$ cat config.mk
export PLATFORM = sky130hd
export DESIGN_NAME = lcd_timing_gen
export DESIGN_NICKNAME = d
export VERILOG_FILES = /design/src/rtl/lcdt_pkg.sv /design/src/rtl/lcdt_path.sv /design/src/rtl/lcdt_ctrl.sv /design/src/rtl/lcd_timing_gen.sv
export SDC_FILE = /design/constraint.sdc
export NUM_CORES = 1
export LEC_CHECK = 0
export BUFFER_PORTS_ARGS = -buffer_cell sky130_fd_sc_hd__clkbuf_2
export CORE_MARGIN = 5
export CORE_UTILIZATION = 56
export CTS_BUF_LIST = sky130_fd_sc_hd__clkbuf_4 sky130_fd_sc_hd__clkbuf_8 sky130_fd_sc_hd__clkbuf_16
export CTS_CLUSTER_DIAMETER = 60
export DETAILED_ROUTE_END_ITERATION = 10
export GPL_TIMING_DRIVEN = 0
export HOLD_SLACK_MARGIN = 0.1
export PLACE_DENSITY = 0.77
export SYNTH_ARGS = -nofsm -noshare
export SYNTH_HDL_FRONTEND = slang
export SYNTH_SLANG_ARGS = --single-unit
$ cat constraint.sdc
create_clock -name clk -period 6.7 [get_ports clk]
set_clock_uncertainty 0.2 [all_clocks]
set_input_delay 1.34 -clock clk [delete_from_list [all_inputs] [get_ports clk]]
set_output_delay 1.34 -clock clk [all_outputs]
set_load 0.02 [all_outputs]
$ cat src/rtl/lcdt_pkg.sv
`timescale 1ns/1ps
package lcdt_pkg;
  localparam int REG_AW = 3;
  localparam logic [REG_AW-1:0] ADR_SIZE  = 3'd0;
  localparam logic [REG_AW-1:0] ADR_HORZ  = 3'd1;
  localparam logic [REG_AW-1:0] ADR_VERT  = 3'd2;
  localparam logic [REG_AW-1:0] ADR_PANEL = 3'd3;
  localparam logic [REG_AW-1:0] ADR_IEN   = 3'd4;
  localparam logic [REG_AW-1:0] ADR_ISTAT = 3'd5;

  localparam int EOF_BIT    = 1;
  localparam int POL_DE_BIT = 20;
  localparam int POL_HS_BIT = 22;
  localparam int POL_VS_BIT = 23;

  // packed field layout shared by the timing words
  localparam int SYNC_LSB = 26, SYNC_FW = 6;
  localparam int FP_LSB   = 8,  FP_FW   = 8;
  localparam int BP_LSB   = 0,  BP_FW   = 8;
  localparam int WID_LSB  = 20, WID_FW  = 6;
  localparam int LIN_LSB  = 0,  LIN_FW  = 10;
  localparam int DIV_LSB  = 0,  DIV_FW  = 6;

  // working geometry handed from control to datapath
  typedef struct packed {
    logic [DIV_FW-1:0]  divM1;
    logic               polHs;
    logic               polVs;
    logic               polDe;
    logic [SYNC_FW-1:0] hSyncF;
    logic [BP_FW-1:0]   hBpF;
    logic [WID_FW-1:0]  hActF;
    logic [FP_FW-1:0]   hFpF;
    logic [SYNC_FW-1:0] vSyncN;
    logic [BP_FW-1:0]   vBpN;
    logic [LIN_FW-1:0]  vActN;
    logic [FP_FW-1:0]   vFpN;
  } geom_t;

  // strobes returned from datapath to control
  typedef struct packed {
    logic frameWrap;
    logic activeDone;
  } evt_t;
endpackage

$ cat src/rtl/lcdt_path.sv
`timescale 1ns/1ps
module lcdt_path
  import lcdt_pkg::*;
#(
  parameter int H_CNT_W = 12,
  parameter int V_CNT_W = 12
) (
  input  logic               clk,
  input  logic               rst_n,
  input  geom_t              geom,
  output logic               pixEn,
  output logic               hSync,
  output logic               vSync,
  output logic               dataEn,
  output logic [H_CNT_W-1:0] pixX,
  output logic [V_CNT_W-1:0] pixY,
  output evt_t               evt
);
  localparam logic [H_CNT_W-1:0] H_ONE   = H_CNT_W'(1);
  localparam logic [H_CNT_W-1:0] H_THREE = H_CNT_W'(3);
  localparam logic [V_CNT_W-1:0] V_ONE   = V_CNT_W'(1);
  localparam logic [DIV_FW-1:0]  D_ONE   = DIV_FW'(1);

  logic [DIV_FW-1:0]  divCnt;
  logic [H_CNT_W-1:0] hCnt;
  logic [V_CNT_W-1:0] vCnt;

  // decoded line phases
  logic [H_CNT_W-1:0] hSyncLen, hBpLen, hActLen, hFpLen;
  logic [H_CNT_W-1:0] hActStart, hActEnd, hLast;
  logic [V_CNT_W-1:0] vSyncLen, vActStart, vActEnd, vTotal, vLast, vLastAct;

  always_comb begin
    hSyncLen  = H_CNT_W'(geom.hSyncF) + H_ONE;
    hBpLen    = H_CNT_W'(geom.hBpF) + H_THREE;
    hActLen   = H_CNT_W'(geom.hActF) << 4;
    hFpLen    = H_CNT_W'(geom.hFpF) + H_ONE;
    hActStart = hSyncLen + hBpLen;
    hActEnd   = hActStart + hActLen;
    hLast     = hActEnd + hFpLen - H_ONE;

    vSyncLen  = V_CNT_W'(geom.vSyncN);
    vActStart = vSyncLen + V_CNT_W'(geom.vBpN);
    vActEnd   = vActStart + V_CNT_W'(geom.vActN);
    vTotal    = vActEnd + V_CNT_W'(geom.vFpN);
    vLast     = (vTotal == '0) ? '0 : vTotal - V_ONE;
    vLastAct  = vActEnd - V_ONE;
  end

  // pixel clock divider
  assign pixEn = (divCnt >= geom.divM1);

  always_ff @(posedge clk or negedge rst_n) begin
    if (!rst_n)     divCnt <= '0;
    else if (pixEn) divCnt <= '0;
    else            divCnt <= divCnt + D_ONE;
  end

  logic lineEnd;
  assign lineEnd        = pixEn && (hCnt >= hLast);
  assign evt.frameWrap  = lineEnd && (vCnt >= vLast);
  assign evt.activeDone = lineEnd && (geom.vActN != '0) && (vCnt == vLastAct);

  always_ff @(posedge clk or negedge rst_n) begin
    if (!rst_n) begin
      hCnt <= '0;
      vCnt <= '0;
    end else if (pixEn) begin
      hCnt <= lineEnd ? '0 : hCnt + H_ONE;
      if (lineEnd) vCnt <= evt.frameWrap ? '0 : vCnt + V_ONE;
    end
  end

  logic hInSync, vInSync, hInAct, vInAct, deRaw;
  assign hInSync = (hCnt < hSyncLen);
  assign vInSync = (vCnt < vSyncLen);
  assign hInAct  = (hCnt >= hActStart) && (hCnt < hActEnd);
  assign vInAct  = (vCnt >= vActStart) && (vCnt < vActEnd);
  assign deRaw   = hInAct && vInAct;

  assign hSync  = hInSync ^ geom.polHs;
  assign vSync  = vInSync ^ geom.polVs;
  assign dataEn = deRaw ^ geom.polDe;
  assign pixX   = deRaw ? hCnt - hActStart : '0;
  assign pixY   = deRaw ? vCnt - vActStart : '0;

  // position only moves on a pixel clock
  p_hold_between_ticks_r4: assert property (@(posedge clk) disable iff (!rst_n)
    !pixEn |=> $stable(hCnt));
  // active window never overlaps the line sync
  p_de_outside_sync_r6: assert property (@(posedge clk) disable iff (!rst_n)
    deRaw |-> !hInSync);
  // a ratio above one leaves a gap after every pixel clock
  p_div_gap_r3: assert property (@(posedge clk) disable iff (!rst_n)
    (pixEn && !evt.frameWrap && geom.divM1 != '0) |=> !pixEn);
endmodule

$ cat src/rtl/lcdt_ctrl.sv
`timescale 1ns/1ps
module lcdt_ctrl
  import lcdt_pkg::*;
(
  input  logic              clk,
  input  logic              rst_n,
  input  logic              regWrEn,
  input  logic [REG_AW-1:0] regAddr,
  input  logic [31:0]       regWrData,
  output logic [31:0]       regRdData,
  input  evt_t              evt,
  output geom_t             geomQ,
  output logic              irq
);
  logic [31:0] sizeReg, horzReg, vertReg, panelReg, ienReg;
  logic        statusBit;

  function automatic geom_t unpackGeom(logic [31:0] s, logic [31:0] h,
                                       logic [31:0] v, logic [31:0] p);
    geom_t g;
    g.divM1  = p[DIV_LSB +: DIV_FW];
    g.polHs  = p[POL_HS_BIT];
    g.polVs  = p[POL_VS_BIT];
    g.polDe  = p[POL_DE_BIT];
    g.hSyncF = h[SYNC_LSB +: SYNC_FW];
    g.hBpF   = h[BP_LSB +: BP_FW];
    g.hFpF   = h[FP_LSB +: FP_FW];
    g.hActF  = s[WID_LSB +: WID_FW];
    g.vSyncN = v[SYNC_LSB +: SYNC_FW];
    g.vBpN   = v[BP_LSB +: BP_FW];
    g.vFpN   = v[FP_LSB +: FP_FW];
    g.vActN  = s[LIN_LSB +: LIN_FW];
    return g;
  endfunction

  always_ff @(posedge clk or negedge rst_n) begin
    if (!rst_n) begin
      sizeReg  <= '0;
      horzReg  <= '0;
      vertReg  <= '0;
      panelReg <= '0;
      ienReg   <= '0;
    end else if (regWrEn) begin
      case (regAddr)
        ADR_SIZE:  sizeReg  <= regWrData;
        ADR_HORZ:  horzReg  <= regWrData;
        ADR_VERT:  vertReg  <= regWrData;
        ADR_PANEL: panelReg <= regWrData;
        ADR_IEN:   ienReg   <= regWrData;
        default: ;
      endcase
    end
  end

  // working copy reloads only at the frame seam
  always_ff @(posedge clk or negedge rst_n) begin
    if (!rst_n)             geomQ <= '0;
    else if (evt.frameWrap) geomQ <= unpackGeom(sizeReg, horzReg, vertReg, panelReg);
  end

  logic clrReq;
  assign clrReq = regWrEn && (regAddr == ADR_ISTAT) && regWrData[EOF_BIT];

  always_ff @(posedge clk or negedge rst_n) begin
    if (!rst_n)              statusBit <= 1'b0;
    else if (evt.activeDone) statusBit <= 1'b1;
    else if (clrReq)         statusBit <= 1'b0;
  end

  assign irq = statusBit && ienReg[EOF_BIT];

  always_comb begin
    case (regAddr)
      ADR_SIZE:  regRdData = sizeReg;
      ADR_HORZ:  regRdData = horzReg;
      ADR_VERT:  regRdData = vertReg;
      ADR_PANEL: regRdData = panelReg;
      ADR_IEN:   regRdData = ienReg;
      ADR_ISTAT: regRdData = 32'(statusBit) << EOF_BIT;
      default:   regRdData = '0;
    endcase
  end

  // working geometry frozen between frame seams
  p_shadow_hold_r10: assert property (@(posedge clk) disable iff (!rst_n)
    !evt.frameWrap |=> $stable(geomQ));
  // flag follows the end of the last active line
  p_status_set_r8: assert property (@(posedge clk) disable iff (!rst_n)
    evt.activeDone |=> statusBit);
  // flag only drops on an acknowledge
  p_status_sticky_r8: assert property (@(posedge clk) disable iff (!rst_n)
    (statusBit && !clrReq) |=> statusBit);
endmodule

$ cat src/rtl/lcd_timing_gen.sv
`timescale 1ns/1ps
module lcd_timing_gen
  import lcdt_pkg::*;
#(
  parameter int H_CNT_W = 12,
  parameter int V_CNT_W = 12
) (
  input  logic               clk,
  input  logic               rst_n,
  input  logic               regWrEn,
  input  logic [2:0]         regAddr,
  input  logic [31:0]        regWrData,
  output logic [31:0]        regRdData,
  output logic               pixEn,
  output logic               hSync,
  output logic               vSync,
  output logic               dataEn,
  output logic [H_CNT_W-1:0] pixX,
  output logic [V_CNT_W-1:0] pixY,
  output logic               irq
);
  geom_t geomQ;
  evt_t  evt;

  lcdt_ctrl u_ctrl (
    .clk(clk), .rst_n(rst_n), .regWrEn(regWrEn), .regAddr(regAddr),
    .regWrData(regWrData), .regRdData(regRdData), .evt(evt),
    .geomQ(geomQ), .irq(irq)
  );

  lcdt_path #(.H_CNT_W(H_CNT_W), .V_CNT_W(V_CNT_W)) u_path (
    .clk(clk), .rst_n(rst_n), .geom(geomQ), .pixEn(pixEn),
    .hSync(hSync), .vSync(vSync), .dataEn(dataEn),
    .pixX(pixX), .pixY(pixY), .evt(evt)
  );
endmodule

Yosys cells after proc, flatten, opt, wreduce, memory -nomap -nowiden
Index checks and enable logic that the tools add are counted.
- flip-flop bits (word level): 260
- latch bits: 0
- memory bits (writable): 0
- memory bits (read-only): 0
- input port bits: 38
- output and inout port bits: 61
- word-level logic and storage cells: 85
- memories: 0
- add/sub/neg operators: 17
- multipliers: 0
- div/mod/pow operators: 0
- $lt $le $gt $ge: 9
- equal/unequal tests: 6
- shift operators: 0
- mux-type cells: 9
- bitwise gates (word level): 3
- reductions and logical operators: 20
- operators with widths (operator ; count):
    $pmux 32 s6 ; 1
    $mux 12 ; 5
    $ge 12x12->1 ; 4
    $lt 12x12->1 ; 3
    $sub 12x1->12 const B ; 3
    $add 12x1->12 const B ; 2
    $add 12x10->12 ; 2
    $add 12x12->12 ; 2
    $sub 12x12->12 ; 2
    $add 12x8->12 ; 1
    $eq 12x12->1 ; 1
    $logic_not 12->1 ; 1
    $lt 12x6->1 ; 1
    $reduce_and 2->1 ; 6
    $logic_and 1x1->1 ; 10
    $reduce_bool 10->1 ; 1
    $add 6x8->9 ; 1
    $add 8x1->9 const B ; 1
    $add 8x2->9 const B ; 1
    $add 6x1->7 const B ; 1
    $add 6x1->6 const B ; 1
    $eq 3x2->1 const B ; 2
    $eq 3x3->1 const B ; 2
    $ge 6x6->1 ; 1
    6 further kinds ; 9

Logic depth before layout (Yosys ltp)
- word-level depth: 10
- gate-level depth with buffers: 34
- depth with buffers taken out: 31

Hierarchy
From an unflattened synthesis, not the netlist that was laid out.
- cells, all modules: 1466
- area, all modules: 16372.0 µm²
- by module, submodules not included (module ; instances ; cells an instance ; area an instance (µm²) ; seq. area each (µm²)):
    lcdt_ctrl ; 1 ; 650 ; 10002.1 ; 5755.5
    lcdt_path ; 1 ; 816 ; 6369.9 ; 750.7

Worst setup path before layout
Ideal clock, no wire load.
- path type: reg2reg
- start: register, netlist name u_ctrl.geomQ[18]
- end: register, netlist name u_ctrl.geomQ[18]
- library setup time: 0.125 ns
- arrival: 6.397 ns
- required time: 6.375 ns
- slack: -0.022 ns
- cell stages (with the launch flop): 31
- path buffers: 3
- clock period less this slack: 6.722 ns
- path through: dfrtp_1 ha_1 fa_1 a21oi_1 nor2_1 nor2_1 o21bai_1 a21oi_1 xnor2_1 ha_1 o32ai_1 nor2_1 ha_1 o41a_4 nor4b_2 o211ai_1 or3_1 clkbuf_1 and2_1 ha_1 nand2b_1 a21o_1 a21o_1 a211oi_1 o21bai_1 a21oi_1 o21ai_1 nand2_1 buf_2 buf_2 mux2_2
- word-level cells in the longest chain between the ends: 7
- elaborated cells on any way between the ends: 8
- those cells by class: add/sub: 4; order compare: 1; mux: 1; reduce/logical: 2
- RTL lines (element ; RTL line ; text):
    $add 6x8->9 * ; lcdt_path.sv:43 ; vActStart = vSyncLen + V_CNT_W'(geom.vBpN);
    $add 12x10->12 * ; lcdt_path.sv:44 ; vActEnd = vActStart + V_CNT_W'(geom.vActN);
    $add 12x8->12 * ; lcdt_path.sv:45 ; vTotal = vActEnd + V_CNT_W'(geom.vFpN);
    $sub 12x1->12 or $logic_not 12->1 (tied branches) ; lcdt_path.sv:46 ; vLast = (vTotal == '0) ? '0 : vTotal - V_ONE;
    $mux 12 * ; lcdt_path.sv:46 ;
    $ge 12x12->1 * ; lcdt_path.sv:61 ; assign evt.frameWrap = lineEnd && (vCnt >= vLast);
    $logic_and 1x1->1 * ; lcdt_path.sv:61 ;
Every way passes the cells marked *; elsewhere a longest branch is shown, timed or not.
A chain may end at the register's enable or synchronous reset.

Final worst setup path
- start: register, netlist name u_ctrl.geomQ[18]
- end: output pixY[3]
- word-level cells in the longest chain between the ends: 6
- elaborated cells on any way between the ends: 8
- those cells by class: add/sub: 3; order compare: 2; mux: 1; reduce/logical: 2
- RTL lines (element ; RTL line ; text):
    $add 6x8->9 * ; lcdt_path.sv:43 ;
    $add 12x10->12 ; lcdt_path.sv:44 ;
    $lt 12x12->1 ; lcdt_path.sv:78 ; assign vInAct = (vCnt >= vActStart) && (vCnt < vActEnd);
    $logic_and 1x1->1 ; lcdt_path.sv:78 ;
    $logic_and 1x1->1 ; lcdt_path.sv:79 ; assign deRaw = hInAct && vInAct;
    $mux 12 * ; lcdt_path.sv:85 ; assign pixY = deRaw ? vCnt - vActStart : '0;
    end: declaration ; lcd_timing_gen.sv:19 ; output logic [V_CNT_W-1:0] pixY,
Marked as above.

==> flow_summary_export.csv <==
group,metric,value,unit
logic_synthesis,yosysSeqAreaShare,0.390,
sta,min_period,6.93,ns
logic_synthesis,synth_largest_area_cell,"dfrtp_1",
hold_path,worstHoldPathCells,1,
route,viasPerCell,6.20,
job,maxCapViolCount,0,
logic_synthesis,syn_avg_cell_area,10.6,um^2
layout,final_layout_size_suffix_gt1_frac,0.343,
layout,final_cell_mix,"258 x dfrtp_1, 164 x mux2_2, 117 x ha_1",
logic_synthesis,async_flop_share,1.00,
route,routedWlPerCell,23.0,um
logic_synthesis,yosysUniqueCellTypes,77,
sta,max_freq,144,MHz
global_routing,grt_usage,0.273,
hold_path,worstHoldEndpoint,"u_ctrl.horzReg[21]",
floorplanning,core_area,0.0296,mm^2
floorplanning,chipWidth,183,um
global_routing,grt.met3_usage,0.0409,
sta,setup_violations,94,
clock_network,cts_buffers,29,
sta,slew_headroom,0.216,
power_and_ir_drop,max-vdd-ir-drop,293,uV
power_and_ir_drop,powerDensity,301,mW/mm^2
setup_path,cp-start-kind,"register",
logic_synthesis,synth-seq-cells,260,
route,drt-total-wl,50.5,mm
route,remaining_drc_errors,0,
status,outcome,"finished with violations",
global_routing,grt_pass1_vias,13500,
clock_network,clockBufferDepth,3,
sta,tightest_slew,1.18,ns
global_routing,grt_use_met2,0.447,
sta,fin_crit_sh,1.03,
clock_network,root_buffer,"clkbuf_16",
logic_synthesis,syn_inst,1576,
logic_synthesis,ys_warn_count,0,
power_and_ir_drop,p_total,6220,uW
layout,nets,1968,
sta,holdWs,0.303,ns
status,violations,"setup timing",
setup_path,rr_endpoint,"u_ctrl.geomQ[18]",
setup_path,r2r_cells,31,
sta,rsz0062_at_grt,"true",
clock_network,clkTransAtPathRegs,0.07,ns
layout,final_common_cell,"dfrtp_1",
setup_path,worst-path-buf-inv,5,
setup_path,worstPathRequired,5.16,ns
power_and_ir_drop,leakagePower,0.00987,uW
clock_network,cts_tree,"yes",
place,gp_congestion,0.933,
logic_synthesis,synthTopCellsByArea,"dfrtp_1 39%, mux2_2 16%, ha_1 10%",
setup_path,worstPathCellList,"ha_2 > fa_2 > a21oi_2 > nor2_2 > nor2_2 > buf_6 > xnor2_4 > ha_4 > a211oi_4 > o31ai_4 > a21oi_4 > xnor2_4 > buf_6 > inv_1 > ha_1 > a21o_1 > o221ai_1 > nand2_1 > a311oi_2 > o21ai_2 > buf_6 > nor3_1 > buf_4",
floorplanning,num_io_pins,99,
hold_path,min_path_type,"reg -> reg",
floorplanning,die_h,183,um
place,hpwlAfterDp,32.9,mm
setup_path,critPathKind,"reg -> out",
setup_path,worst_ep_arrival_time,5.39,ns
hold_path,min_from,"u_ctrl.horzReg[21]",
global_routing,grt_busiest_layer,"met2",
place,portBuffers,96,
global_routing,antenna_found_initial,1,
setup_path,r2r-start,"u_ctrl.geomQ[18]",
clock_network,worstSkewPairLatency,0.57,ns
logic_synthesis,synth_top_flop_cell,"dfrtp_1",
layout,synthToLayoutAreaGrowth,23.9,%
global_routing,grt_pass1_wl,73.4,mm
route,drtAntennaViolNets,0,
sta,fin_ws,-0.231,ns
route,first_pass_iters,7,
logic_synthesis,synth_top_area_share,0.390,
setup_path,end_kind,"primary output",
floorplanning,die_area,0.0334,mm^2
clock_network,cts_max_level,1,
setup_path,rrSetupSlack,-0.13,ns
floorplanning,placementRows,63,
setup_path,path_max_fanout,5,
setup_path,crit_top_cell,"buf_6",
clock_network,holdBufCountCts,0,
setup_path,cp_slowest_cell,"dfrtp_1",
floorplanning,initial_core_util,0.565,
layout,diodes,0,
global_routing,grt.met1_usage,0.367,
global_routing,grt_max_degree,119,
clock_network,numClockSinks,260,
logic_synthesis,syn_nets,1760,
setup_path,crit_path_max_incr_delay,0.43,ns
sta,hold_viol_final,0,
route,drtIter0Drc,965,
logic_synthesis,netlist_area,0.0167,mm^2
logic_synthesis,synth_edf_count,0,
setup_path,path_delay_family,"compound AO/OA/AOI/OAI gates",
sta,slew_viol_final,0,
route,vias,13600,
global_routing,overflow,0,
==> cell families after synthesis <==
| kind of cell | after synthesis | share of synthesized area |
|---|---|---|
| AOI/OAI and AO/OA | 292 | 0.116 |
| xor gates and xnor gates | 93 | 0.0497 |
| adders and majority gates | 147 | 0.114 |
| buffers and inverters | 172 | 0.0402 |
| DFF | 260 | 0.390 |
| muxes | 286 | 0.190 |
| and+or+nand+nor | 326 | 0.101 |
==> worst max-delay path by stage <==
stage	from	to	slack (ns)	cells after the start
2_1_floorplan	u_ctrl.geomQ[18]	u_ctrl.geomQ[18]	0.03	30
3_3_place_gp	rst_n	u_ctrl.ienReg[17]	-1.18	1
3_5_place_dp	u_ctrl.geomQ[26]	u_ctrl.geomQ[36]	-1.10	30
4_1_cts	u_ctrl.geomQ[54]	pixY[9]	-0.07	25
5_1_grt	u_ctrl.geomQ[18]	dataEn	-0.40	26
6_report	u_ctrl.geomQ[18]	pixY[3]	-0.23	23
==> worst register-to-register path, delay by kind of cell (launching register included) <==
family	cells	cell delay (ns)
buf+inv	4	0.57
flops	1	0.43
simple gates	6	1.03
compound gates	13	2.49
mux	1	0.31
fa+ha+maj	5	1.41
xor+xnor	2	0.31
==> area by class of cell <==
cell class	count	area [um^2]
buffer	57	309
clock buffer	40	827
clock inverter	9	121
fill	2009	8870
inverter	112	423
multi-input combinational	1145	10600
sequential	260	6510
tap	390	488
timing repair buffer	179	1390
==> synth_stat cells, drive strengths merged, types with 19 or more instances <==
| cell type | number |
|---|---|
| a21o | 20 |
| a21oi | 84 |
| and3 | 19 |
| buf | 20 |
| clkbuf | 40 |
| dfrtp | 260 |
| ha | 138 |
| inv | 112 |
| mux2 | 233 |
| mux2i | 51 |
| nand2 | 52 |
| nand3 | 20 |
| nor2 | 99 |
| nor2b | 32 |
| nor3 | 30 |
| o21ai | 49 |
| o22ai | 29 |
| xnor2 | 56 |
| xor2 | 37 |
==> report_power, final <==
| group | total [uW] | internal [uW] | switching [uW] |
|---|---|---|---|
| Combinational | 2500 | 1150 | 1340 |
| Clock | 1600 | 941 | 657 |
| Sequential | 2130 | 1840 | 286 |
| Total | 6220 | 3940 | 2290 |
==> stage by stage <==
stage / cell area, um^2 / setup TNS [ns] / utilization / setup WS [ns] / std cells
2_1_floorplan: 16700 / 0 / - / 0.0300 / 1576
3_3_place_gp: 17700 / -365.60 / 0.598 / -1.18 / 2062
3_5_place_dp: 17700 / -76.41 / 0.600 / -1.10 / 2064
4_1_cts: 19500 / -0.385 / 0.660 / -0.0650 / 2149
5_1_grt: 20700 / -28.29 / 0.700 / -0.397 / 2192
6_report: 20700 / -7.31 / 0.700 / -0.231 / 2192
==> per-layer routing <==
metal | share of wire | vias up
met4 | 0.052 | 2
met2 | 0.48 | 545
met3 | 0.062 | 161
met5 | 0.00026 | -
li1 | - | 6058
met1 | 0.41 | 6828
==> state kept, by name, summed over array words and instances (netlist names) <==
signal	count
u_ctrl.horzReg	32
u_ctrl.vertReg	32
u_ctrl.panelReg	32
u_ctrl.geomQ	69
u_path.divCnt	6
u_path.vCnt	12
u_ctrl.sizeReg	32
u_ctrl.statusBit	1
u_ctrl.ienReg	32
u_path.hCnt	12
==> repair_timing <==
item	in CTS	in global routing
setup buffers	37	39
setup endpoints to repair	107	114
gates resized for setup	126	176
pin swaps	39	67
gates cloned	1	6
Note: power is estimated with default switching activity, not from simulation.
